### src/rtl/tpm_frame_pkg.sv
package tpm_frame_pkg;

  localparam logic [7:0] FIFO_ADDR = 8'h24;
  localparam logic [7:0] CODE_OK   = 8'h5A;

  typedef enum logic [1:0] {
    CLS_OK     = 2'd0,
    CLS_PROTO  = 2'd1,
    CLS_SIZE   = 2'd2,
    CLS_NORESP = 2'd3
  } err_class_t;

  typedef struct packed {
    logic       load;
    logic [7:0] txByte;
    logic       csOn;
    logic       csOff;
  } dp_strobe_t;

  typedef enum logic [2:0] {
    PH_HDR0, PH_HDR1, PH_LENH, PH_LENL, PH_PAY, PH_LAT, PH_RDAT
  } phase_t;

  typedef enum logic [1:0] {
    ST_IDLE, ST_START, ST_RUN, ST_FINISH
  } state_t;

  function automatic err_class_t classify(input logic [7:0] code);
    if (code == CODE_OK)                       return CLS_OK;
    else if (code == 8'h00)                    return CLS_NORESP;
    else if (code == 8'h86 || code == 8'h89)   return CLS_SIZE;
    else                                       return CLS_PROTO;
  endfunction

endpackage

### src/rtl/tpm_frame_datapath.sv
module tpm_frame_datapath
  import tpm_frame_pkg::*;
#(
  parameter int CLK_DIV = 2
) (
  input  logic       clk,
  input  logic       rstN,
  input  dp_strobe_t strb,
  input  logic       spiMiso,
  output logic       spiSclk,
  output logic       spiCsN,
  output logic       spiMosi,
  output logic       byteDone,
  output logic [7:0] rxByte,
  output logic       busy
);

  localparam int DIV_W = (CLK_DIV > 1) ? $clog2(CLK_DIV) : 1;
  localparam logic [DIV_W-1:0] DIV_LAST = DIV_W'(CLK_DIV - 1);

  logic [DIV_W-1:0] divCnt;
  logic [2:0]       bitCnt;
  logic [7:0]       txShift;
  logic [7:0]       rxShift;
  logic             sclkReg;
  logic             csReg;
  logic             doneReg;

  always_ff @(posedge clk) begin
    if (!rstN) begin
      divCnt  <= '0;
      bitCnt  <= '0;
      txShift <= '0;
      rxShift <= '0;
      sclkReg <= 1'b0;
      csReg   <= 1'b1;
      busy    <= 1'b0;
      doneReg <= 1'b0;
    end else begin
      doneReg <= 1'b0;
      if (strb.csOn)  csReg <= 1'b0;
      if (strb.csOff) csReg <= 1'b1;
      if (strb.load && !busy) begin
        txShift <= strb.txByte;
        bitCnt  <= '0;
        divCnt  <= '0;
        sclkReg <= 1'b0;
        busy    <= 1'b1;
      end else if (busy) begin
        if (divCnt == DIV_LAST) begin
          divCnt <= '0;
          if (!sclkReg) begin
            sclkReg <= 1'b1;
            rxShift <= {rxShift[6:0], spiMiso};
          end else begin
            sclkReg <= 1'b0;
            if (bitCnt == 3'd7) begin
              busy    <= 1'b0;
              doneReg <= 1'b1;
            end else begin
              bitCnt  <= bitCnt + 3'd1;
              txShift <= {txShift[6:0], 1'b0};
            end
          end
        end else begin
          divCnt <= divCnt + DIV_W'(1);
        end
      end
    end
  end

  assign spiSclk  = sclkReg;
  assign spiCsN   = csReg;
  assign spiMosi  = txShift[7];
  assign byteDone = doneReg;
  assign rxByte   = rxShift;

  // data must not move on the cycle the clock rises
  a_r8_mosi_stable: assert property (@(posedge clk) disable iff (!rstN)
    $rose(spiSclk) |-> $stable(spiMosi));

  // clock only toggles inside a chip-select frame
  a_r7_clk_in_frame: assert property (@(posedge clk) disable iff (!rstN)
    spiSclk |-> !spiCsN);

endmodule

### src/rtl/tpm_frame_control.sv
module tpm_frame_control
  import tpm_frame_pkg::*;
#(
  parameter int LEN_W = 12
) (
  input  logic             clk,
  input  logic             rstN,
  input  logic             reqValid,
  output logic             reqReady,
  input  logic             reqWrite,
  input  logic [7:0]       reqAddr,
  input  logic [LEN_W-1:0] reqLen,
  input  logic [3:0]       reqLatency,
  input  logic [7:0]       wrData,
  output logic             wrPop,
  output logic [7:0]       rdData,
  output logic             rdValid,
  output logic             done,
  output logic [7:0]       statusCode,
  output logic [1:0]       errClass,
  output dp_strobe_t       strb,
  input  logic             byteDone,
  input  logic [7:0]       rxByte
);

  localparam int LENF_W = 16;

  state_t           state;
  phase_t           phase;
  logic [LEN_W-1:0] cnt;
  logic             isWrite;
  logic [7:0]       addrReg;
  logic [LEN_W-1:0] lenReg;
  logic [3:0]       latReg;
  logic [7:0]       statusReg;

  logic             advance;
  logic             lastInPhase;
  logic             goFinish;
  phase_t           nextPhase;
  logic [LEN_W-1:0] nextCnt;
  logic [7:0]       nextByte;
  logic [LENF_W-1:0] lenWide;

  assign lenWide     = LENF_W'(lenReg);
  assign lastInPhase = (cnt == '0);
  assign advance     = (state == ST_RUN) && byteDone;

  always_comb begin
    nextPhase = phase;
    nextCnt   = cnt - LEN_W'(1);
    nextByte  = 8'h00;
    goFinish  = 1'b0;
    wrPop     = 1'b0;
    if (state == ST_START) begin
      nextPhase = PH_HDR0;
      nextCnt   = '0;
      nextByte  = {isWrite, 7'd0};
    end else if (advance) begin
      case (phase)
        PH_HDR0: begin
          nextPhase = PH_HDR1;
          nextCnt   = '0;
          nextByte  = addrReg;
        end
        PH_HDR1: begin
          if (isWrite && lenReg != '0 && addrReg == FIFO_ADDR) begin
            nextPhase = PH_LENH;
            nextCnt   = '0;
            nextByte  = lenWide[15:8];
          end else if (isWrite && lenReg != '0) begin
            nextPhase = PH_PAY;
            nextCnt   = lenReg - LEN_W'(1);
            nextByte  = wrData;
            wrPop     = 1'b1;
          end else begin
            nextPhase = PH_LAT;
            nextCnt   = LEN_W'(latReg) - LEN_W'(1);
          end
        end
        PH_LENH: begin
          nextPhase = PH_LENL;
          nextCnt   = '0;
          nextByte  = lenWide[7:0];
        end
        PH_LENL: begin
          nextPhase = PH_PAY;
          nextCnt   = lenReg - LEN_W'(1);
          nextByte  = wrData;
          wrPop     = 1'b1;
        end
        PH_PAY: begin
          if (lastInPhase) begin
            nextPhase = PH_LAT;
            nextCnt   = LEN_W'(latReg) - LEN_W'(1);
          end else begin
            nextByte = wrData;
            wrPop    = 1'b1;
          end
        end
        PH_LAT: begin
          if (lastInPhase) begin
            if (!isWrite && lenReg != '0) begin
              nextPhase = PH_RDAT;
              nextCnt   = lenReg - LEN_W'(1);
            end else begin
              goFinish = 1'b1;
            end
          end
        end
        default: begin
          if (lastInPhase) goFinish = 1'b1;
        end
      endcase
    end
  end

  always_comb begin
    strb        = '0;
    strb.csOn   = (state == ST_START);
    strb.csOff  = (state == ST_FINISH);
    strb.load   = (state == ST_START) || (advance && !goFinish);
    strb.txByte = nextByte;
  end

  assign reqReady = (state == ST_IDLE);
  assign rdValid  = advance && (phase == PH_RDAT);
  assign rdData   = rxByte;

  always_ff @(posedge clk) begin
    if (!rstN) begin
      state      <= ST_IDLE;
      phase      <= PH_HDR0;
      cnt        <= '0;
      isWrite    <= 1'b0;
      addrReg    <= '0;
      lenReg     <= '0;
      latReg     <= '0;
      statusReg  <= '0;
      done       <= 1'b0;
      statusCode <= '0;
      errClass   <= CLS_OK;
    end else begin
      done <= 1'b0;
      case (state)
        ST_IDLE: begin
          if (reqValid) begin
            isWrite   <= reqWrite;
            addrReg   <= reqAddr;
            lenReg    <= reqLen;
            latReg    <= reqLatency;
            statusReg <= 8'h00;
            if (reqLatency == 4'd0 || reqLatency == 4'd15) state <= ST_FINISH;
            else                                           state <= ST_START;
          end
        end
        ST_START: begin
          phase <= nextPhase;
          cnt   <= nextCnt;
          state <= ST_RUN;
        end
        ST_RUN: begin
          if (advance) begin
            if (phase == PH_LAT && lastInPhase) statusReg <= rxByte;
            if (goFinish) state <= ST_FINISH;
            phase <= nextPhase;
            cnt   <= nextCnt;
          end
        end
        default: begin
          done       <= 1'b1;
          statusCode <= statusReg;
          errClass   <= classify(statusReg);
          state      <= ST_IDLE;
        end
      endcase
    end
  end

  // done lasts a single cycle
  a_r9_done_pulse: assert property (@(posedge clk) disable iff (!rstN)
    done |=> !done);

  // the block is idle again right after done
  a_r9_ready_after_done: assert property (@(posedge clk) disable iff (!rstN)
    done |-> reqReady);

  // a success code is always reported as class ok
  a_r5_ok_class: assert property (@(posedge clk) disable iff (!rstN)
    (done && statusCode == CODE_OK) |-> (errClass == CLS_OK));

  // read data only appears while busy
  a_r4_rd_busy: assert property (@(posedge clk) disable iff (!rstN)
    rdValid |-> !reqReady);

endmodule

### src/rtl/tpm_spi_framer.sv
module tpm_spi_framer
  import tpm_frame_pkg::*;
#(
  parameter int LEN_W   = 12,
  parameter int CLK_DIV = 2
) (
  input  logic             clk,
  input  logic             rstN,
  input  logic             reqValid,
  output logic             reqReady,
  input  logic             reqWrite,
  input  logic [7:0]       reqAddr,
  input  logic [LEN_W-1:0] reqLen,
  input  logic [3:0]       reqLatency,
  input  logic [7:0]       wrData,
  output logic             wrPop,
  output logic [7:0]       rdData,
  output logic             rdValid,
  output logic             done,
  output logic [7:0]       statusCode,
  output logic [1:0]       errClass,
  output logic             spiSclk,
  output logic             spiCsN,
  output logic             spiMosi,
  input  logic             spiMiso
);

  dp_strobe_t strb;
  logic       byteDone;
  logic [7:0] rxByte;
  logic       dpBusy;

  tpm_frame_control #(.LEN_W(LEN_W)) uCtrl (
    .clk(clk), .rstN(rstN),
    .reqValid(reqValid), .reqReady(reqReady), .reqWrite(reqWrite),
    .reqAddr(reqAddr), .reqLen(reqLen), .reqLatency(reqLatency),
    .wrData(wrData), .wrPop(wrPop), .rdData(rdData), .rdValid(rdValid),
    .done(done), .statusCode(statusCode), .errClass(errClass),
    .strb(strb), .byteDone(byteDone), .rxByte(rxByte)
  );

  tpm_frame_datapath #(.CLK_DIV(CLK_DIV)) uDp (
    .clk(clk), .rstN(rstN), .strb(strb), .spiMiso(spiMiso),
    .spiSclk(spiSclk), .spiCsN(spiCsN), .spiMosi(spiMosi),
    .byteDone(byteDone), .rxByte(rxByte), .busy(dpBusy)
  );

  // chip select is released whenever the block is idle and the shifter is quiet
  a_r7_idle_cs: assert property (@(posedge clk) disable iff (!rstN)
    (reqReady && !dpBusy) |-> spiCsN);

endmodule

### config.mk
export PLATFORM = sky130hd
export DESIGN_NAME = tpm_spi_framer
export DESIGN_NICKNAME = d
export VERILOG_FILES = /design/src/rtl/tpm_frame_pkg.sv /design/src/rtl/tpm_frame_datapath.sv /design/src/rtl/tpm_frame_control.sv /design/src/rtl/tpm_spi_framer.sv
export SDC_FILE = /design/constraint.sdc
export NUM_CORES = 1
export LEC_CHECK = 0
export ABC_AREA = 1
export BUFFER_PORTS_ARGS = -buffer_cell sky130_fd_sc_hd__buf_2
export CORE_ASPECT_RATIO = 1.5
export CORE_UTILIZATION = 30
export CTS_BUF_LIST = sky130_fd_sc_hd__clkbuf_16
export CTS_CLUSTER_SIZE = 25
export DETAILED_ROUTE_END_ITERATION = 8
export PLACE_DENSITY = 0.55
export SLEW_MARGIN = 0
export SYNTH_ARGS = -nofsm -noshare
export SYNTH_HDL_FRONTEND = slang
export SYNTH_HIERARCHICAL = 1
export SYNTH_SLANG_ARGS = --single-unit
### constraint.sdc
create_clock -name clk -period 3.85 [get_ports clk]
set_clock_uncertainty 0.1 [all_clocks]
set_input_delay 0.385 -clock clk [delete_from_list [all_inputs] [get_ports clk]]
set_output_delay 0.385 -clock clk [all_outputs]
set_load 0.02 [all_outputs]
# After elaboration in Yosys (flattened, before gate mapping)
# Cells that the tools add are included.
word_totals:
  output_inout_bits: 25
  word_cells: 151
  inputBits: 37
  register_bits: 85
classes:
  n_eq_ne: 20
  addsub: 5
  n_reduce_logical: 39
  muxes: 62
  n_bitwise: 6
op_table:
  columns: ["op", "n"]
  rows:
  - ["$mux 8", 13]
  - ["$mux 12", 7]
  - ["$pmux 12 s5", 1]
  - ["$pmux 8 s5", 1]
  - ["$pmux 12 s2", 1]
  - ["$sub 12x1->12 const B", 2]
  - ["$mux 1", 20]
  - ["$mux 3", 6]
  - ["$pmux 3 s6", 1]
  - ["$eq 8x8->1 const B", 2]
  - ["$pmux 8 s2", 1]
  - ["$reduce_and 4->1", 4]
  - ["$mux 2", 7]
  - ["$eq 3x3->1 const B", 4]
  - ["$logic_not 12->1", 1]
  - ["$reduce_bool 12->1", 1]
  - ["$reduce_bool 2->1", 5]
  - ["$reduce_or 5->1", 2]
  - ["$eq 8x6->1 const B", 1]
  - ["$eq 8x7->1 const B", 1]
  - ["$logic_and 1x1->1", 8]
  - ["$logic_not 8->1", 1]
  - ["$eq 3x2->1 const B", 2]
  - ["$ne 2x1->1 const B", 3]
  - ["other kinds (22)", 37]

# Longest topological paths before layout
depth:
  ltp_word: 13
  ltp_mapped: 19
  mapped_depth_nobuf: 18

# Cells and area by module
# Netlist, hierarchy kept.
by_module_without_submodules:
  columns: ["module", "cells_each", "seq_area_each_um2", "area_each_um2", "instances"]
  rows:
  - ["tpm_frame_control", 664, 1221.2, 4132.7, 1]
  - ["tpm_frame_datapath", 142, 480.5, 1018.5, 1]

# Least setup slack after synthesis
# OpenSTA, ideal clock, no wires.
synth_timing:
  path_type: "register to output"
  startpoint: "register uCtrl.lenReg[0]"
  endpoint: "output wrPop"
  path_stages_with_launch: 11
  setup_slack_ps: 1562
  arrival_ps: 1803
  required_ps: 3365
  n_path_buf: 1
  cell_sequence: "dfxtp_1 clkinv_1 ha_1 buf_2 nand2_4 nor2_8 a21oi_2 nand3_2 nand2_2 inv_2 a21oi_1"
synth_between:
  elab_chain_cells: 7
  elab_cells_between_ends: 8
  classes_between: "5 x mux; 3 x reduce/logical"
synth_rtl:
  columns: ["item", "line", "rtl"]
  rows:
  - ["start, declared", "tpm_frame_control.sv:33", "logic [LEN_W-1:0] lenReg;"]
  - ["start signal, assigned", "tpm_frame_control.sv:150", "lenReg <= reqLen;"]
  - ["$reduce_bool 12->1 *", "tpm_frame_control.sv:67, tpm_frame_control.sv:71", null]
  - ["$logic_and 1x1->1 *", "tpm_frame_control.sv:67, tpm_frame_control.sv:71", null]
  - ["$mux 1 / $logic_and 1x1->1 (equally long branches)", "tpm_frame_control.sv:71, tpm_frame_control.sv:67", null]
  - ["$mux 1 *", "tpm_frame_control.sv:67", "if (isWrite && lenReg != '0 && addrReg == FIFO_ADDR) begin"]
  - ["$pmux 1 s3 *", "tpm_frame_control.sv:60", "case (phase)"]
  - ["$mux 1 *", "tpm_frame_control.sv:59", "end else if (advance) begin"]
  - ["$mux 1 *", "tpm_frame_control.sv:55", "if (state == ST_START) begin"]
  - ["end, declared", "tpm_spi_framer.sv:16", "output logic wrPop,"]
# Mark *: on every way between the ends. The rest lies on a longest branch, timed or not.

# Worst setup path in the final report
layout_timing:
  startpoint: "register uCtrl.state[0]"
  endpoint: "output wrPop"
layout_between:
  elab_chain_cells: 4
  elab_cells_between_ends: 5
  classes_between: "2 x eq/ne; 2 x mux; 1 x reduce/logical"
layout_rtl:
  columns: ["item", "line", "rtl"]
  rows:
  - ["start, declared", "tpm_frame_control.sv:28", "state_t state;"]
  - ["start signal, assigned", "tpm_frame_control.sv:132", "state <= ST_IDLE;"]
  - ["start signal, assigned", "tpm_frame_control.sv:153", "if (reqLatency == 4'd0 || reqLatency == 4'd15) state <= ST_FINISH;"]
  - ["start signal, assigned", "tpm_frame_control.sv:154", "else state <= ST_START;"]
  - ["$eq 2x2->1", "tpm_frame_control.sv:47", "assign advance = (state == ST_RUN) && byteDone;"]
  - ["$logic_and 1x1->1", "tpm_frame_control.sv:47", null]
  - ["$mux 1", "tpm_frame_control.sv:59", null]
  - ["$mux 1 *", "tpm_frame_control.sv:55", null]
# Marks and branches as above.

==> results_dict.tcl <==
set metrics [dict create \
    htreeDepth 3 \
    clk_latency_ps 340 \
    period_share_pct 77.2 \
    multi_input_area_sq_um 2990 \
    synth_edf_count 0 \
    ant_nets 0 \
    dp_hpwl_mm 12.1 \
    die_w_um 109 \
    max-cap-violations 0 \
    min_path_type "input pin to flip-flop" \
    cp_slowest_cell "ha_1" \
    switching_share_pct 41.6 \
    place_ws_ps 1120 \
    worst_slack_ps 876 \
    switchingPower_mw 1.34 \
    netlist_instances 806 \
    status "complete, no violations" \
    layout_commonest_cell "nand2_1" \
    clk_pin_slew_ps 70 \
    fin_nets 901 \
    grt_setup_unrepaired "false" \
    ys.flop_type "dfxtp_1" \
    cts_root_buf "clkbuf_16" \
    port_buffers 61 \
    n_antenna_cell 0 \
    fin_area_sq_um 5910 \
    async_flop_share_pct 0 \
    synth_top_cell_area_share_pct 33.0 \
    firstDrtPassIters 6 \
    grt-ovfl-total 0 \
    antenna_found_initial 0 \
    seqPwrFrac_pct 34.6 \
    p_clk_share_pct 28.0 \
    synth_warnings 6 \
    drtIter0Drc 224 \
    via_count 5259 \
    cts_buffers 9 \
    max-slew-margin-rel_pct 45.7 \
    synthDistinctLibCells 37 \
    holdBufCountCts 0 \
    grt_pass1_vias 5056 \
    worst_pin_slew_ps 809 \
    rows 58 \
    drc 0 \
    synth_area_leaders "dfxtp_1, nand2_1, nor2_1, nand3_1, a21oi_1" \
    slowest_delay_ps 480 \
    routed_wl_mm 15.3 \
    drive_gt1_share_pct 14.9 \
    setup_tns_ps 0 \
    final_cell_mix "nand2_1, nor2_1, dfxtp_1" \
    cts_tree "yes" \
    drt-wirelength-per-cell_um 14.3 \
    power_density_nw_per_um2 545 \
    placed_cell_area_sq_um 5600 \
    synthToLayoutAreaGrowth_pct 14.6 \
    path_class "flip-flop to output port" \
    max_freq_mhz 336 \
    critPathRequiredTime_ps 3370 \
    intPower_mw 1.88 \
    syn_nets 854 \
    die_h_um 162 \
    critPathLaunchType "flip-flop" \
    period_minus_slack_ps 2970 \
    cts_setup_buffers 0 \
    hold_viol 0 \
    cp_top_family "compound AO/OA/AOI/OAI gates" \
    cp_max_fo 16 \
    grt_use_total_pct 17.9 \
    viasPerCell 4.92 \
    fill_cells 1857 \
    seqCellArea_sq_um 1700 \
    leakagePower_nw 2.79 \
    core_area_sq_um 16800 \
    grt_max_degree 49 \
    drv_slew 0 \
    clockBufferDepth 2 \
    crit_path_end_kind "output port" \
    routabilityCongestion 0.855 \
    worstPathCellList "inv_1 > ha_1 > nand2_1 > nor2_1 > buf_4 > o21ai_1 > a21oi_1 > buf_2" \
    synth_seq_area_share_pct 33.0 \
    crit_buf_inv 3 \
    clock-sinks 85 \
    share_comb_of_total_power_pct 37.4 \
    cp.arrival_ps 2490 \
    dieArea_sq_um 17700 \
    ir_drop_mv 0.252 \
    netlist_area_sq_um 5150 \
    yosysTopAreaCell "dfxtp_1" \
    avgSynthCellArea_sq_um 6.39 \
    num_io_pins 62 \
    setup_viol 0 \
    synth_seq_cells 85 \
    post_cts_resize_count 0 \
    grt_pass1_wl_mm 24.5 \
    initial_core_util_pct 30.7 \
]
-- state kept, by name (all words and copies together) (netlist names), 2 cells and up --
register / flops
uCtrl/state: 2
uCtrl/cnt: 12
uCtrl/addrReg: 8
uCtrl/statusCode: 8
uCtrl/phase: 3
uCtrl/latReg: 4
uCtrl/lenReg: 12
uDp/rxByte: 8
uDp/txShift: 8
uCtrl/statusReg: 8
uCtrl/errClass: 2
uDp/bitCnt: 3
-- layout make-up --
class	count	share of cell area, %
clock buffer	9	3.81
clock inverter	7	1.36
inverter	82	5.21
multi-input combinational	610	50.7
sequential	85	28.8
tap	210	4.45
timing repair buffer	65	5.68
-- synth_stat cells, drive strengths merged (2+ instances only) --
cell type and count:
nand2 218, nor2 118, dfxtp 85, inv 79, nand3 78, a21oi 72, o21ai 67, buf 16
clkbuf 13, nand4 12, ha 11, xor2 10, nor3 5, a31oi 3, clkinv 3, nor4 3
xnor2 3, a211oi 2, a221oi 2, and2 2
-- final timing paths --
check                           depth (start not counted)                     endpoint                          from  slack (ps)
worst max-delay path                                    8                        wrPop   uCtrl/state[0]$_SDFFE_PN0P_         880
worst min-delay path                                    3   uDp/rxByte[0]$_SDFFE_PN0P_                       spiMiso         160
worst max register to register                         16  uDp/txShift[1]$_SDFFE_PN0P_  uCtrl/lenReg[0]$_SDFFE_PN0P_        1130
worst min register to register                          2      uDp/spiCsN$_SDFFE_PP1P_       uDp/spiCsN$_SDFFE_PP1P_         380
-- logic make-up (layout without fill, tap and decap cells) --
logic type,after synthesis,in the layout,share of synthesized area [%]
fa+ha+maj,11,11,2.67
xor+xnor,13,13,2.21
buf+inv,111,163,8.87
flops,85,85,33.0
compound gates,149,149,15.2
simple gates,437,437,38.0
-- power groups by stage --
| stage | sequential, mW | combinational, mW | clock, mW |
|---|---|---|---|
| 2_1_floorplan | 1.13 | 0.904 | 0 |
| 3_3_place_gp | 1.13 | 1.20 | 0 |
| 3_5_place_dp | 1.14 | 1.20 | 0 |
| 4_1_cts | 1.12 | 1.21 | 0.928 |
| 5_1_grt | 1.13 | 1.36 | 0.961 |
| 6_report | 1.12 | 1.20 | 0.902 |
-- metrics by stage --
step           instances  util (%)  hold slack (ps)  power [mW]
2_1_floorplan        806         -              341        2.03
3_3_place_gp        1052      33.4              361        2.34
3_5_place_dp        1052      33.4              365        2.34
4_1_cts             1068      35.2              153        3.25
5_1_grt             1068      35.2              183        3.45
6_report            1068      35.2              164        3.22
-- worst reg2reg max path, stage by stage, from the launching register on --
cell and delay (ps):
dfxtp_1 310, clkinv_1 190, ha_1 390, nand2_4 140, nor2_8 60, nand2_4 100
nand2_4 80, nand2_2 90, nand2_1 60, nand3_2 100, nand3_1 90, nand2_1 250
inv_1 70, nor2_1 250, nor2_1 170, nand3_1 120, nand2_1 50
-- layer usage --
layer,up-vias,global-route usage (%),part of all wire [%]
met5,-,0,0
met4,0,8.35,3.8
met3,34,3.08,2.9
met2,91,33.6,54
met1,2428,18.9,39
li1,2706,-,-
No activity file was read; power rests on OpenSTA's default activity.
